===== src/rtl/serctl_pkg.sv =====
package serctl_pkg;

  localparam int unsigned BYTE_W   = 8;
  localparam int unsigned ACC_BIT  = 7;  // 1 = register access
  localparam int unsigned RD_BIT   = 6;  // 1 = read, 0 = write
  localparam int unsigned ADDR_MSB = 5;  // address field top bit
  localparam int unsigned PWR_BIT  = 0;  // 1 = power down

  typedef enum logic [1:0] {
    ST_CMD    = 2'd0,  // collecting an instruction byte
    ST_WDATA  = 2'd1,  // collecting write data
    ST_RWAIT  = 2'd2,  // read pending, waiting for next select window
    ST_RSHIFT = 2'd3   // driving read-back data
  } scpState_t;

  typedef struct packed {
    logic shiftIn;   // take one input bit
    logic cmdDone;   // instruction byte complete
    logic wrCommit;  // write data byte complete
    logic loadTx;    // load read-back shifter
    logic shiftTx;   // advance read-back shifter
  } scpStrobe_t;

endpackage


===== src/rtl/serctl_ctrl.sv =====
module serctl_ctrl
  import serctl_pkg::*;
#(
  parameter int unsigned SYNC_STAGES = 2
) (
  input  logic       clk,
  input  logic       rstN,
  input  logic       sclk,
  input  logic       csN,
  input  logic       sdi,
  input  logic       instrAcc,
  input  logic       instrRd,
  output scpStrobe_t stb,
  output logic       sdiBit,
  output logic       outEn
);

  localparam int unsigned CNT_W = $clog2(BYTE_W);
  localparam logic [CNT_W-1:0] LAST_CNT = CNT_W'(BYTE_W - 1);

  logic [SYNC_STAGES:0]   sclkPipe;
  logic [SYNC_STAGES:0]   csPipe;
  logic [SYNC_STAGES-1:0] sdiPipe;
  scpState_t              state;
  logic [CNT_W-1:0]       bitCnt;

  logic csS, csFall, csRise, sclkRise, sclkFall, lastBit;

  always_ff @(posedge clk or negedge rstN) begin
    if (!rstN) begin
      sclkPipe <= '0;
      csPipe   <= '1;
      sdiPipe  <= '0;
    end else begin
      sclkPipe <= {sclkPipe[SYNC_STAGES-1:0], sclk};
      csPipe   <= {csPipe[SYNC_STAGES-1:0], csN};
      sdiPipe  <= {sdiPipe[SYNC_STAGES-2:0], sdi};
    end
  end

  always_comb begin
    csS      = csPipe[SYNC_STAGES-1];
    csFall   = !csS && csPipe[SYNC_STAGES];
    csRise   = csS && !csPipe[SYNC_STAGES];
    sclkRise = sclkPipe[SYNC_STAGES-1] && !sclkPipe[SYNC_STAGES] && !csS;
    sclkFall = !sclkPipe[SYNC_STAGES-1] && sclkPipe[SYNC_STAGES] && !csS;
    sdiBit   = sdiPipe[SYNC_STAGES-1];
    lastBit  = (bitCnt == LAST_CNT);
  end

  always_comb begin
    stb = '0;
    unique case (state)
      ST_CMD, ST_WDATA: begin
        if (sclkRise) begin
          stb.shiftIn = 1'b1;
          if (lastBit) begin
            if (state == ST_CMD) stb.cmdDone = 1'b1;
            else                 stb.wrCommit = 1'b1;
          end
        end
      end
      ST_RWAIT:  if (csFall) stb.loadTx = 1'b1;
      ST_RSHIFT: if (sclkFall && !lastBit) stb.shiftTx = 1'b1;
      default: ;
    endcase
  end

  always_ff @(posedge clk or negedge rstN) begin
    if (!rstN) begin
      state  <= ST_CMD;
      bitCnt <= '0;
      outEn  <= 1'b0;
    end else if (csRise) begin
      bitCnt <= '0;
      outEn  <= 1'b0;
      if (state == ST_RSHIFT || bitCnt != '0) state <= ST_CMD;
    end else begin
      unique case (state)
        ST_CMD: if (sclkRise) begin
          bitCnt <= bitCnt + 1'b1;
          if (lastBit)
            state <= instrAcc ? (instrRd ? ST_RWAIT : ST_WDATA) : ST_CMD;
        end
        ST_WDATA: if (sclkRise) begin
          bitCnt <= bitCnt + 1'b1;
          if (lastBit) state <= ST_CMD;
        end
        ST_RWAIT: if (csFall) begin
          state  <= ST_RSHIFT;
          outEn  <= 1'b1;
          bitCnt <= '0;
        end
        ST_RSHIFT: if (sclkFall) begin
          bitCnt <= bitCnt + 1'b1;
          if (lastBit) begin
            outEn <= 1'b0;
            state <= ST_CMD;
          end
        end
        default: state <= ST_CMD;
      endcase
    end
  end

  // output enable only ever accompanies an active read window
  p_oe_in_read_r7: assert property (@(posedge clk) disable iff (!rstN)
    outEn |-> state == ST_RSHIFT);

  // at most one byte-level action per cycle
  p_strobe_excl_r2: assert property (@(posedge clk) disable iff (!rstN)
    $onehot0({stb.cmdDone, stb.wrCommit, stb.loadTx, stb.shiftTx}));

  // a partial byte cut off by select returns to instruction decode
  p_abort_idle_r8: assert property (@(posedge clk) disable iff (!rstN)
    (csRise && bitCnt != '0 && state != ST_RSHIFT) |=> state == ST_CMD);

  // no input is shifted while a read is pending or active
  p_no_rx_in_read_r9: assert property (@(posedge clk) disable iff (!rstN)
    (state == ST_RWAIT || state == ST_RSHIFT) |-> !stb.shiftIn);

endmodule


===== src/rtl/serctl_datapath.sv =====
module serctl_datapath
  import serctl_pkg::*;
#(
  parameter int unsigned ADDR_W = 3
) (
  input  logic                         clk,
  input  logic                         rstN,
  input  scpStrobe_t                   stb,
  input  logic                         sdiBit,
  output logic                         instrAcc,
  output logic                         instrRd,
  output logic                         txBit,
  output logic                         powerDown,
  output logic [(1<<ADDR_W)*BYTE_W-1:0] regsFlat
);

  localparam int unsigned NREG = 1 << ADDR_W;

  logic [BYTE_W-1:0]            rxShift;
  logic [BYTE_W-1:0]            rxPeek;
  logic [BYTE_W-1:0]            txShift;
  logic [ADDR_W-1:0]            addrQ;
  logic [NREG-1:0][BYTE_W-1:0]  regFile;

  assign rxPeek   = {rxShift[BYTE_W-2:0], sdiBit};
  assign instrAcc = rxPeek[ACC_BIT];
  assign instrRd  = rxPeek[RD_BIT];
  assign txBit    = txShift[BYTE_W-1];
  assign regsFlat = regFile;

  always_ff @(posedge clk or negedge rstN) begin
    if (!rstN) begin
      rxShift   <= '0;
      txShift   <= '0;
      addrQ     <= '0;
      powerDown <= 1'b1;
    end else begin
      if (stb.shiftIn) rxShift <= rxPeek;
      if (stb.cmdDone) begin
        powerDown <= rxPeek[PWR_BIT];
        addrQ     <= rxPeek[ADDR_MSB -: ADDR_W];
      end
      if (stb.loadTx)       txShift <= regFile[addrQ];
      else if (stb.shiftTx) txShift <= {txShift[BYTE_W-2:0], 1'b0};
    end
  end

  for (genvar gi = 0; gi < NREG; gi++) begin : g_reg
    always_ff @(posedge clk or negedge rstN) begin
      if (!rstN)                                           regFile[gi] <= '0;
      else if (stb.wrCommit && addrQ == ADDR_W'(gi))       regFile[gi] <= rxPeek;
    end
  end

  // the bank only moves when a write data byte completes
  p_regs_hold_r4: assert property (@(posedge clk) disable iff (!rstN)
    !stb.wrCommit |=> $stable(regFile));

  // power state only moves when an instruction byte completes
  p_pwr_hold_r3: assert property (@(posedge clk) disable iff (!rstN)
    !stb.cmdDone |=> $stable(powerDown));

endmodule


===== src/rtl/serctl_port.sv =====
module serctl_port
  import serctl_pkg::*;
#(
  parameter int unsigned ADDR_W      = 3,
  parameter int unsigned SYNC_STAGES = 2,
  localparam int unsigned NREG       = 1 << ADDR_W
) (
  input  logic                   clk,
  input  logic                   rstN,
  input  logic                   sclk,
  input  logic                   csN,
  input  logic                   sdi,
  output logic                   sdo,
  output logic                   sdoOe,
  output logic                   powerDown,
  output logic [NREG*BYTE_W-1:0] cfgRegs
);

  scpStrobe_t stb;
  logic sdiBit, instrAcc, instrRd, outEn;

  serctl_ctrl #(.SYNC_STAGES(SYNC_STAGES)) u_ctrl (
    .clk      (clk),
    .rstN     (rstN),
    .sclk     (sclk),
    .csN      (csN),
    .sdi      (sdi),
    .instrAcc (instrAcc),
    .instrRd  (instrRd),
    .stb      (stb),
    .sdiBit   (sdiBit),
    .outEn    (outEn)
  );

  serctl_datapath #(.ADDR_W(ADDR_W)) u_dp (
    .clk       (clk),
    .rstN      (rstN),
    .stb       (stb),
    .sdiBit    (sdiBit),
    .instrAcc  (instrAcc),
    .instrRd   (instrRd),
    .txBit     (sdo),
    .powerDown (powerDown),
    .regsFlat  (cfgRegs)
  );

  // select high releases the line without waiting for the sync chain
  assign sdoOe = outEn & ~csN;

endmodule


===== config.mk =====
export PLATFORM = sky130hd
export DESIGN_NAME = serctl_port
export DESIGN_NICKNAME = d
export VERILOG_FILES = /design/src/rtl/serctl_pkg.sv /design/src/rtl/serctl_ctrl.sv /design/src/rtl/serctl_datapath.sv /design/src/rtl/serctl_port.sv
export SDC_FILE = /design/constraint.sdc
export NUM_CORES = 1
export LEC_CHECK = 0
export BUFFER_PORTS_ARGS = -buffer_cell sky130_fd_sc_hd__buf_2
export CAP_MARGIN = 20
export CORE_ASPECT_RATIO = 1.5
export CORE_MARGIN = 4
export CORE_UTILIZATION = 50
export DETAILED_ROUTE_END_ITERATION = 12
export PLACE_DENSITY = 0.7
export SYNTH_ARGS = -nofsm -noshare
export SYNTH_HDL_FRONTEND = slang
export SYNTH_SLANG_ARGS = --single-unit

===== constraint.sdc =====
create_clock -name clk -period 4.6 [get_ports clk]
set_input_delay 0.92 -clock clk [delete_from_list [all_inputs] [get_ports clk]]
set_output_delay 0.92 -clock clk [all_outputs]
set_load 0.05 [all_outputs]

==> flow_summary.yaml <==
synth:
  synthTopCellsByArea: "dfrtp_1, mux2_2, mux2i_1"
  syn-cell-area_mm2: 0.00447
  synth_cell_types: 45
  avgSynthCellArea_um2: 13.8
  yosys-top-cells-count: "dfrtp_1, mux2_2, mux2i_1, a22oi_1"
  yosys.area.top_type_share_pct: 52.1
  synth.largest_area_cell: "dfrtp_1"
  synth_edf_count: 0
  yosys_warnings: 0
  synthArstFlopShare_pct: 100
  synth_ff_type: "dfrtp_1"
  ys_ff_latch: 97
  ys_seq_area_share_pct: 54.4
  yosys.cell_count.top_type: "dfrtp_1"
  synth_cells: 324
  syn-num-nets: 333
timing:
  worstMarginPinSlew_ns: 0.914
  fin_hold_ws_ns: 0.349
  fin_worst_skew_ns: 0.00673
  clock.fmax_ghz: 0.402
  finalSetupTns_ns: 0
  finalMaxSlewViolations: 0
  fin_crit_sh_pct: 54.0
  final-setup-viol-count: 0
  period_minus_slack_ns: 2.49
  relSlewSlack_pct: 39.0
  rsz0062_at_grt: "no"
  finalHoldViolations: 0
detailed_routing:
  drtIter0Drc: 120
  avgViaCountPerCell: 5.67
  drt_drc_violations_left: 0
  drtPass1Iterations: 4
  wire_per_inst_um: 20.0
  detail-route-antenna-nets: 0
  wl_um: 10000
  vias: 2843
final_layout:
  fin_area_mm2: 0.00519
  nets: 395
  post-route-util_pct: 59.1
  fillers: 722
  drive_above_1_share_pct: 47.1
  multi_input_area_mm2: 0.00192
  syn_to_final_growth_pct: 16.1
  seqCellArea_mm2: 0.00243
  n_antenna_cell: 0
global_route:
  grt_max_degree: 73
  grt_usage_pct: 20.1
  antenna_found_initial: 0
  gr-total-overflow: 0
  first_global_vias: 2825
  grt_first_pass_wirelength_um: 15900
floorplan:
  die_x_um: 85.2
  core_area_mm2: 0.00878
  die_h_um: 124
  rows: 42
  initial_core_util_pct: 50.9
  dieArea_mm2: 0.0105
  ios: 72
clock_network:
  postCtsHoldBufs: 0
  cts_setup_buffers: 0
  clk_path_buf_depth: 2
  cts_max_level: 3
  clk_pin_slew_worst_paths_ns: 0.06
  root_buffer: "clkbuf_16"
  insertion_delay_ns: 0.34
  cts_tree: "done"
  cts_resized: 0
  numCtsBuffers: 9
  cts_sinks: 97
critical_path:
  cp.arrival_ns: 2.71
  worstSetupStartpointType: "register"
  reg2reg_slack_ns: 2.11
  critPathSlowestCell: "nor4b_4"
  crit_type: "register to register"
  crit_chain: "nor4b_4 > nand4b_4 > nor3b_4 > mux2_2"
  cp-end-kind: "register"
  worst_ep_required_time_ns: 4.82
  cpPeakStageDelay_ns: 0.70
  critPathLaunch: "u_ctrl.state[1]"
  r2r_start: "u_ctrl.state[1]"
  worstRegToRegCells: 4
  timing.rr.end: "u_dp.regsFlat[36]"
  critPathMaxFanout: 10
hold_path:
  min_from: "u_ctrl.sdiPipe[0]"
  hold_end: "u_ctrl.sdiPipe[1]"
  hp-class: "register to register"
  hold_path_depth: 0
placement:
  io_buffer_count: 71
  gp_congestion: 0.773
  hpwl_um: 6830
  place_area_mm2: 0.00487
power_and_ir_drop:
  vdd_drop_max_mv: 0.283
  powerDensity_mw_per_mm2: 399
  p_leak_nw: 2.64
  power_mw: 2.07
run_status:
  status: "complete, no violations"
run:
  drv_cap: 0
logic make-up (layout without fill, tap and decap cells):
family	after synthesis	after routing	synth area share (%)
compound gates	31	31	4.90
fa+ha+maj	4	4	1.12
buf+inv	26	93	2.58
flops	97	97	54.4
mux	116	116	28.7
simple gates	50	50	8.26
final cells by class:
| type | instances | area share, % |
|---|---|---|
| flip-flops and latches | 97 | 46.9 |
| multi-input cells | 201 | 37.0 |
| repair buffers | 73 | 7.43 |
| clock buffers | 15 | 5.55 |
| well taps | 110 | 2.65 |
| inverters | 4 | 0.289 |
| clock inverters | 1 | 0.145 |
where the power goes:
| group | total [mW] | switching (mW) | internal, mW |
|---|---|---|---|
| clock network | 0.724 | 0.298 | 0.426 |
| registers | 1.06 | 0.152 | 0.912 |
| logic | 0.280 | 0.150 | 0.130 |
| total | 2.07 | 0.600 | 1.47 |
flip-flops by register name (all words and copies together) (netlist names), 2 cells and up:
signal	cells
u_dp.regsFlat	64
u_dp.txShift	8
u_dp.rxShift	7
u_ctrl.bitCnt	3
u_ctrl.csPipe	3
u_ctrl.sclkPipe	3
u_dp.addrQ	3
u_ctrl.sdiPipe	2
u_ctrl.state	2
worst max-delay path by stage:
| stage | to | slack [ns] |
|---|---|---|
| global route | u_dp.regsFlat[36] | 1.96 |
| global placement | u_dp.regsFlat[39] | 2.21 |
| floorplan | sdoOe | 2.07 |
| detailed placement | u_dp.regsFlat[36] | 2.14 |
| CTS | u_dp.regsFlat[36] | 2.11 |
| finish | u_dp.regsFlat[36] | 2.11 |
routing by layer:
layer  up-vias  share of wire (%)  global-route usage, %
li1       1312                  -                      -
met1      1461                 40                   24.5
met2        59                 55                   35.2
met3        11                3.6                   4.43
met4         0                1.7                   6.83
met5         -                  0                      0
critical path: cells and delay by family, from the launching register on:
family	cells	cell delay (ns)
flip-flops	1	0.49
multiplexers	1	0.39
AND/OR/NAND/NOR	3	1.48
layout by cell type (no fill, tap or decap), drive strengths merged, types with 2 or more instances in the layout:
cell / count
a22oi: 14
and3: 2
buf: 73
clkbuf: 15
dfrtp: 93
dfstp: 4
ha: 4
inv: 4
mux2: 77
mux2i: 37
mux4: 2
nand2: 7
nand3: 8
nand3b: 4
nor2: 8
nor2b: 6
nor3: 3
nor3b: 3
o21ai: 10
stage by stage:
step           instances  setup WS [ns]
2_1_floorplan        324           2.07
3_3_place_gp         484           2.21
3_5_place_dp         484           2.14
4_1_cts              500           2.11
5_1_grt              501           1.96
6_report             501           2.11
No activity file was read; power rests on OpenSTA's default activity.
